File: config.mk
export PLATFORM = sky130hd
export DESIGN_NAME = spi_switch_slave
export DESIGN_NICKNAME = d
export VERILOG_FILES = /design/src/rtl/spi_sw_pkg.sv /design/src/rtl/spi_pin_sync.sv /design/src/rtl/spi_shift_core.sv /design/src/rtl/spi_switch_slave.sv
export SDC_FILE = /design/constraint.sdc
export NUM_CORES = 1
export LEC_CHECK = 0
export CORE_ASPECT_RATIO = 0.6
export CORE_MARGIN = 2
export CORE_UTILIZATION = 44
export DETAILED_ROUTE_END_ITERATION = 16
export DONT_BUFFER_PORTS = 1
export MAX_ROUTING_LAYER = met4
export PLACE_DENSITY = 0.68
export SLEW_MARGIN = 10
export SYNTH_ARGS = -nofsm -noshare
export SYNTH_HDL_FRONTEND = slang
export SYNTH_SLANG_ARGS = --single-unit
File: constraint.sdc
create_clock -name clk -period 2.8 [get_ports clk]
set_clock_uncertainty 0.15 [all_clocks]
set_input_delay 0.14 -clock clk [delete_from_list [all_inputs] [get_ports clk]]
set_output_delay 0.14 -clock clk [all_outputs]
set_load 0.01 [all_outputs]
File: src/rtl/spi_sw_pkg.sv
package spi_sw_pkg;
  // decoded view of one synchronised host pin
  typedef struct packed {
    logic lvl;
    logic rise;
    logic fall;
  } pin_evt_t;
endpackage

File: src/rtl/spi_pin_sync.sv
module spi_pin_sync #(
  parameter int W      = 3,
  parameter int STAGES = 2,
  parameter logic [W-1:0] RST_VAL = '0
) (
  input  logic         clk,
  input  logic         rst,
  input  logic [W-1:0] din,
  output spi_sw_pkg::pin_evt_t evt [W]
);
  logic [W-1:0] chain [STAGES];
  logic [W-1:0] prev;

  always_ff @(posedge clk) begin
    if (rst) chain[0] <= RST_VAL;
    else     chain[0] <= din;
  end

  for (genvar s = 1; s < STAGES; s++) begin : g_stage
    always_ff @(posedge clk) begin
      if (rst) chain[s] <= RST_VAL;
      else     chain[s] <= chain[s-1];
    end
  end

  always_ff @(posedge clk) begin
    if (rst) prev <= RST_VAL;
    else     prev <= chain[STAGES-1];
  end

  for (genvar b = 0; b < W; b++) begin : g_evt
    assign evt[b].lvl  = chain[STAGES-1][b];
    assign evt[b].rise = chain[STAGES-1][b] & ~prev[b];
    assign evt[b].fall = ~chain[STAGES-1][b] & prev[b];
  end
endmodule

File: src/rtl/spi_shift_core.sv
module spi_shift_core #(
  parameter int WORD_W = 24
) (
  input  logic              clk,
  input  logic              rst,
  input  logic              cs_lvl,
  input  logic              cs_fall,
  input  logic              cs_rise,
  input  logic              sclk_rise,
  input  logic              sclk_fall,
  input  logic              si_lvl,
  input  logic [WORD_W-1:0] status_in,
  output logic              so,
  output logic              so_en,
  output logic [WORD_W-1:0] cmd
);
  localparam int CW = $clog2(WORD_W + 2);
  localparam logic [CW-1:0] FULL = CW'(WORD_W);
  localparam logic [CW-1:0] SAT  = CW'(WORD_W + 1);

  logic [WORD_W-1:0] tx_sr, rx_sr;
  logic [CW-1:0]     cnt;
  logic              active;

  assign active = ~cs_lvl;

  always_ff @(posedge clk) begin
    if (rst) begin
      tx_sr <= '0;
      rx_sr <= '0;
      cnt   <= '0;
      so    <= 1'b0;
      so_en <= 1'b0;
      cmd   <= '0;
    end else if (cs_fall) begin
      tx_sr <= status_in;
      cnt   <= '0;
      so    <= 1'b0;
      so_en <= 1'b1;
    end else if (cs_rise) begin
      so    <= 1'b0;
      so_en <= 1'b0;
      if (cnt == FULL) cmd <= rx_sr;
    end else if (active) begin
      if (sclk_rise) begin
        so    <= tx_sr[WORD_W-1];
        tx_sr <= {tx_sr[WORD_W-2:0], 1'b0};
      end
      if (sclk_fall) begin
        rx_sr <= {rx_sr[WORD_W-2:0], si_lvl};
        if (cnt != SAT) cnt <= cnt + 1'b1;
      end
    end
  end

  // the enable only rises because a CS fall was seen
  p_en_from_fall_r2: assert property (@(posedge clk) disable iff (rst)
    $rose(so_en) |-> $past(cs_fall));
  // data line is quiet while the driver is off
  p_so_quiet_r2: assert property (@(posedge clk) disable iff (rst)
    !so_en |-> !so);
  // a CS rise with the wrong bit count keeps the command
  p_short_keep_r6: assert property (@(posedge clk) disable iff (rst)
    (cs_rise && cnt != FULL) |=> $stable(cmd));
  // the command moves only after a CS rise
  p_cmd_hold_r7: assert property (@(posedge clk) disable iff (rst)
    !cs_rise |=> $stable(cmd));
  // deselected, the receive side does not move
  p_idle_r8: assert property (@(posedge clk) disable iff (rst)
    (cs_lvl && !cs_fall) |=> ($stable(rx_sr) && $stable(cnt)));
  // the counter saturates above a full word
  always_comb begin
    if (!rst) p_cnt_bound_r5: assert (cnt <= SAT);
  end
endmodule

File: src/rtl/spi_switch_slave.sv
module spi_switch_slave #(
  parameter int WORD_W = 24,
  parameter int SW_N   = 22,
  parameter int SYNC_N = 2
) (
  input  logic              clk,
  input  logic              rst,
  input  logic              sclk,
  input  logic              cs_n,
  input  logic              si,
  input  logic [SW_N-1:0]   sw_in,
  input  logic              irq_in,
  output logic              so,
  output logic              so_en,
  output logic [WORD_W-1:0] cmd_out
);
  import spi_sw_pkg::*;

  localparam int PIN_SCLK = 0;
  localparam int PIN_CS   = 1;
  localparam int PIN_SI   = 2;

  pin_evt_t          evt [3];
  logic [WORD_W-1:0] status_w;

  always_comb begin
    status_w = '0;
    status_w[SW_N-1:0]  = sw_in;
    status_w[WORD_W-1]  = irq_in;
  end

  spi_pin_sync #(.W(3), .STAGES(SYNC_N), .RST_VAL(3'b010)) u_sync (
    .clk (clk),
    .rst (rst),
    .din ({si, cs_n, sclk}),
    .evt (evt)
  );

  spi_shift_core #(.WORD_W(WORD_W)) u_core (
    .clk       (clk),
    .rst       (rst),
    .cs_lvl    (evt[PIN_CS].lvl),
    .cs_fall   (evt[PIN_CS].fall),
    .cs_rise   (evt[PIN_CS].rise),
    .sclk_rise (evt[PIN_SCLK].rise),
    .sclk_fall (evt[PIN_SCLK].fall),
    .si_lvl    (evt[PIN_SI].lvl),
    .status_in (status_w),
    .so        (so),
    .so_en     (so_en),
    .cmd       (cmd_out)
  );

  // switch field has room below the flag bit
  initial p_layout_fit_r3: assert (SW_N <= WORD_W - 2);
endmodule

# Yosys cells after proc, flatten, opt, wreduce, memory -nomap -nowiden
# Memory sizes are Yosys's and may differ from the RTL's.
# Cells that the tools add are included.
[word_totals]
regBits = 81
latchBits = 0
mem_bits_rw = 6
romBits = 0
in_bits = 28
output_inout_bits = 26
memories = 1
[mem_list]
columns = ["name", "depth", "width", "read_ports", "rd_ports_with_merged_regs", "wr", "line", "source"]
rows = [
  ["u_sync.chain", 2, 3, 2, 0, 2, "spi_pin_sync.sv:11", "logic [W-1:0] chain [STAGES];"],
]
[op_classes]
add_sub_neg = 1
n_mul = 0
div_mod_pow = 0
n_lt_le_gt_ge = 0
n_eq_ne = 4
shifts = 0
n_mux = 11
bitwise = 12
reduce_logical = 10
[ops]
columns = ["operator", "n"]
rows = [
  ["24-bit 2-to-1 mux", 4],
  ["3-bit AND reduction", 3],
  ["4-bit AND reduction", 2],
  ["3-bit 2-to-1 mux", 2],
  ["1-bit inverter", 6],
  ["5-bit by 1-bit adder with 5-bit output (second input constant)", 1],
  ["5-bit equality test (second input constant)", 1],
  ["1-bit 2-to-1 mux", 5],
  ["5-bit inequality test (second input constant)", 1],
  ["1-bit AND", 4],
  ["2-bit nonzero test", 2],
  ["3-bit OR reduction", 1],
  ["2-bit by 1-bit inequality test with 1-bit output (second input constant)", 1],
  ["2-bit inequality test (second input constant)", 1],
  ["1-bit OR", 2],
  ["2-bit AND reduction", 1],
  ["2-bit OR reduction", 1],
]

# Longest topological paths before layout
[depth]
ltp_word = 6
depth_mapped = 7

# Modules after synthesis
# Synthesis repeated with hierarchy kept, for this count alone.
[unflattened]
hier_cells = 353
area_unflattened_um2 = 3694.8
[by_module_without_submodules]
columns = ["module", "instances", "cells_per_inst", "area_per_inst_um2", "seq_area_each_um2"]
rows = [
  ["spi_shift_core", 1, 328, 3417.0, 1581.5],
  ["spi_pin_sync", 1, 24, 274.0, 180.2],
  ["spi_switch_slave", 1, 1, 3.8, 0.0],
]

# Least setup slack after synthesis
# OpenSTA, ideal clock, no wires.
[synth_path]
path_kind = "register to register"
from = "memory u_sync.chain[1][1]"
to = "register u_core.cmd[10]"
setup_ps = 72
arrival_ps = 1784
t_required_ps = 2578
slack_ps = 794
stages_incl_launch_ff = 6
path_cell_list = "dfxtp_1 -> inv_1 -> ha_1 -> nor4_2 -> buf_4 -> mux2i_1"
[synth_rtl]
columns = ["item", "line", "source"]
rows = [
  ["start, declared", "spi_pin_sync.sv:11", ""],
  ["end signal, assigned", "spi_shift_core.sv:43", "if (cnt == FULL) cmd <= rx_sr;"],
  ["end, declared", "spi_shift_core.sv:15", "output logic [WORD_W-1:0] cmd"],
]

# Worst setup path after layout
[layout_path]
from = "register u_sync.prev[1], read port of u_sync.chain"
to = "register u_core.rx_sr[4]"
[layout_between]
elab_chain_cells = 4
[layout_lines]
columns = ["item", "line", "source"]
rows = [
  ["start, declared", "spi_pin_sync.sv:12", "logic [W-1:0] prev;"],
  ["1-bit inverter", "spi_pin_sync.sv:33", "assign evt[b].rise = chain[STAGES-1][b] & ~prev[b];"],
  ["1-bit AND", "spi_pin_sync.sv:33", ""],
  ["1-bit inverter (no source line)", "--", ""],
  ["4-bit AND reduction (no source line) (*)", "--", ""],
  ["end signal, assigned", "spi_shift_core.sv:50", "rx_sr <= {rx_sr[WORD_W-2:0], si_lvl};"],
  ["end, declared", "spi_shift_core.sv:21", "logic [WORD_W-1:0] tx_sr, rx_sr;"],
]
# Mark *: on every way between the ends. The rest lies on a longest branch, timed or not.
# A chain may end at the register's enable or synchronous reset.

==> flow_metrics.py <==
metrics = {
    "sta": {
        "min_period_over_period_pct": 78.07,
        "endpoints_failing_hold": 0,
        "final_count_of_pins_violating_max_slew": 0,
        "clock.fmax_mhz": 457.5,
        "unrepaired_setup_endpoints_after_global_routing": "false",
        "setup_tns_ps": 0,
        "hold_slack_ps": 22.18,
        "setup_viol_count_final": 0,
        "fin_crit_ps": 2186,
        "tightest_slew_ps": 577.0,
        "max_slew_margin_pct": 61.39,
    },
    "worst_setup_path": {
        "cpPeakStageDelay_ps": 830,
        "critPathCaptureType": "flop",
        "required_worst_endpoint_ps": 2850,
        "timing.critical_path.from_type": "flop",
        "critical-path-slowest-cell": "sky130_fd_sc_hd__or4bb_2",
        "worst-setup-path-type": "reg -> reg",
        "critPathArrivalTime_ps": 2240,
        "timing.reg2reg.worst_path_depth": 5,
        "crit_path_max_fanout": 24,
        "worstPathCellList": "inv_1, ha_1, or4bb_2, nand2_1, a21oi_1",
    },
    "grt": {
        "first_pass_grt_wire_length_um": 13480,
        "first_global_vias": 2737,
        "global_route.overflow_total": 0,
        "grt_use_total_pct": 17.20,
        "grt_start_max_net_pins": 106,
        "antenna_violations_before_repair": 0,
    },
    "power": {
        "power.sequential.fraction_pct": 51.3,
        "worst_ir_drop_vdd_mv": 0.3393,
        "power_report.internal_total_mw": 1.924,
        "cellPowerDensity_nw_per_um2": 565.2,
        "static-leakage-power_nw": 1.494,
        "clockPowerShare_pct": 43.4,
        "swShare_pct": 22.92,
        "power.combinational.fraction_pct": 5.3,
        "power.switching_uw": 572.1,
    },
    "floorplanning": {
        "initial_core_util_pct": 44.58,
        "floorplan.die.height_um": 78.19,
        "die_w_um": 127.7,
        "floorplan.core_area_um2": 9054,
        "ioPinCount": 54,
        "number_of_core_rows": 27,
        "fp.dieArea_um2": 9981,
    },
    "run_status": {
        "outcome": "finished, final reports clean",
    },
    "place": {
        "hpwlAfterDp_um": 4967,
        "place_congestion": 0.8305,
        "io_buffers": 0,
    },
    "cells_and_area": {
        "area_delta_synth_final_pct": 9.392,
        "share_of_cells_above_drive_strength_1_pct": 7.350,
        "antenna-diode-count": 0,
        "final_common_cell": "sky130_fd_sc_hd__dfxtp_1",
        "multi_input_area_um2": 2131,
        "seqCellArea_um2": 1742,
        "mostFrequentLayoutCells": "sky130_fd_sc_hd__dfxtp_1, sky130_fd_sc_hd__nand2b_1, sky130_fd_sc_hd__nand2_1, sky130_fd_sc_hd__a21oi_1",
        "layout.nets": 478,
        "filler_cell_count": 858,
    },
    "routing": {
        "drt_iter0_markers": 209,
        "totalWireLength_um": 8153,
        "detail-route-antenna-nets": 0,
        "detailedRoute.firstPassIterationCount": 5,
        "vias": 3000,
        "avgViaCountPerCell": 5.310,
        "post-route-drc-count": 0,
        "wl_per_cell_um": 14.43,
    },
    "hold_path": {
        "worstHoldPathType": "in -> reg",
        "whs_path_depth": 3,
    },
    "clock_tree": {
        "post-cts-setup-buffers": 0,
        "numCtsBuffers": 9,
        "clk_root_buffer_cell": "sky130_fd_sc_hd__clkbuf_16",
        "clock_edge_transition_at_the_registers_on_the_reported_setup_and_hold_paths_ps": 60,
        "tritoncts": "yes",
        "clkLatencyLatePin_ps": 350,
        "htreeDepth": 3,
        "count_of_instances_resized_after_the_clock_tree_is_built": 0,
        "cts_num_sinks": 87,
        "buffers_from_clock_root_to_sink_at_most": 2,
    },
    "yosys": {
        "post_synth_inst_count": 462,
        "synth_seq_area_share_pct": 43.15,
        "post_synth_instance_area_um2": 4036,
        "synth_top_area_cell": "sky130_fd_sc_hd__dfxtp_1",
        "syn-num-nets": 496,
        "number_of_enable_flip_flop_cells_after_synthesis": 0,
        "netlist-cell-type-count": 31,
        "ys_top_cells_by_area": "sky130_fd_sc_hd__dfxtp_1, sky130_fd_sc_hd__nand2b_1, sky130_fd_sc_hd__mux2i_1",
        "postSynth.asyncResetShare_pct": 0,
        "ys_warn_count": 0,
        "synth_area_per_cell_um2": 8.737,
        "synthFlopType": "sky130_fd_sc_hd__dfxtp_1",
        "postSynthRegisterBits": 87,
        "synth.top_cell.area_share_pct": 43.15,
    },
    "run": {
        "max_cap_violations": 0,
    },
}
## power groups by stage
stage / combinational (mW) / clock, mW / sequential, mW
CTS: 0.133 / 1.11 / 1.28
global route: 0.147 / 1.16 / 1.28
detailed placement: 0.106 / 0 / 1.31
global placement: 0.104 / 0 / 1.31
floorplan: 0.107 / 0 / 1.30
finish: 0.133 / 1.08 / 1.28
## metal layers
metal,global-route usage (%),vias to the layer above,share of wire (%)
met5,-,-,0
met4,4.286,0,0.21
met3,5.726,3,4.8
met2,24.65,64,45
met1,23.44,1394,50
li1,-,1539,-
## cells by family after synthesis
| family | share of synthesized area [%] |
|---|---|
| compound gates | 9.826 |
| fa+ha+maj | 1.860 |
| buf+inv | 4.401 |
| flops | 43.15 |
| mux | 6.696 |
| simple gates | 34.07 |
## cell type report
class                      instances  share of cell area [%]
clock inverter                     6                  0.8501
timing repair buffer              11                   2.550
inverter                           5                  0.4251
sequential                        87                   39.44
clock buffer                      10                   5.186
multi-input combinational        330                   48.26
tap                              116                   3.287
## Yosys cell counts (2+ instances only)
master and n:
sky130_fd_sc_hd__nor2_1 3, sky130_fd_sc_hd__ha_1 6, sky130_fd_sc_hd__clkbuf_1 36, sky130_fd_sc_hd__a21oi_1 29, sky130_fd_sc_hd__dfxtp_1 87, sky130_fd_sc_hd__o311a_1 22
sky130_fd_sc_hd__or3_2 2, sky130_fd_sc_hd__nor3_1 23, sky130_fd_sc_hd__buf_4 2, sky130_fd_sc_hd__mux2i_1 27, sky130_fd_sc_hd__nand3_1 26, sky130_fd_sc_hd__nor3b_1 23
sky130_fd_sc_hd__or2_2 4, sky130_fd_sc_hd__nand2_1 51, sky130_fd_sc_hd__nor2b_1 27, sky130_fd_sc_hd__inv_1 5, sky130_fd_sc_hd__nor4b_1 2, sky130_fd_sc_hd__o21ai_0 5
sky130_fd_sc_hd__nand2b_1 70
## critical path, delay by kind of cell (launching register included)
kind	cells	cell delay, ps
buf+inv	1	80
simple gates	2	1010
compound gates	1	100
fa+ha+maj	1	340
flops	1	370
## timing repair
action,in CTS,in global routing
endpoints found under the setup margin,0,0
hold buffers,5,0
hold endpoints to repair,87,0
## worst paths after layout
path	slack, ps	from	end
setup / recovery	610	u_sync.prev[1]	u_core.rx_sr[4]
hold / removal	20	sw_in[14]	u_core.tx_sr[14]
setup reg to reg	610	u_sync.prev[1]	u_core.rx_sr[4]
hold reg to reg	290	u_sync.chain[1][2]	u_core.rx_sr[0]
## state kept, by name (all words and copies together) (netlist names)
name	cells
u_core.tx_sr	24
u_core.so	1
u_core.cnt	5
u_core.rx_sr	24
u_sync.prev	2
u_core.cmd	24
u_core.so_en	1
u_sync.chain	6
## stage by stage
stage	area (um2)	setup slack [ps]	std cells	utilization, %	total power [mW]
after CTS	4415	625.2	565	48.77	2.525
after detailed placement	4081	689.1	544	45.08	1.413
after global placement	4081	744.6	544	45.08	1.411
after global routing	4415	480.5	565	48.77	2.590
final	4415	614.1	565	48.77	2.496
after floorplan	4036	794.2	462	-	1.409
Note: power is estimated with default switching activity, not from simulation.
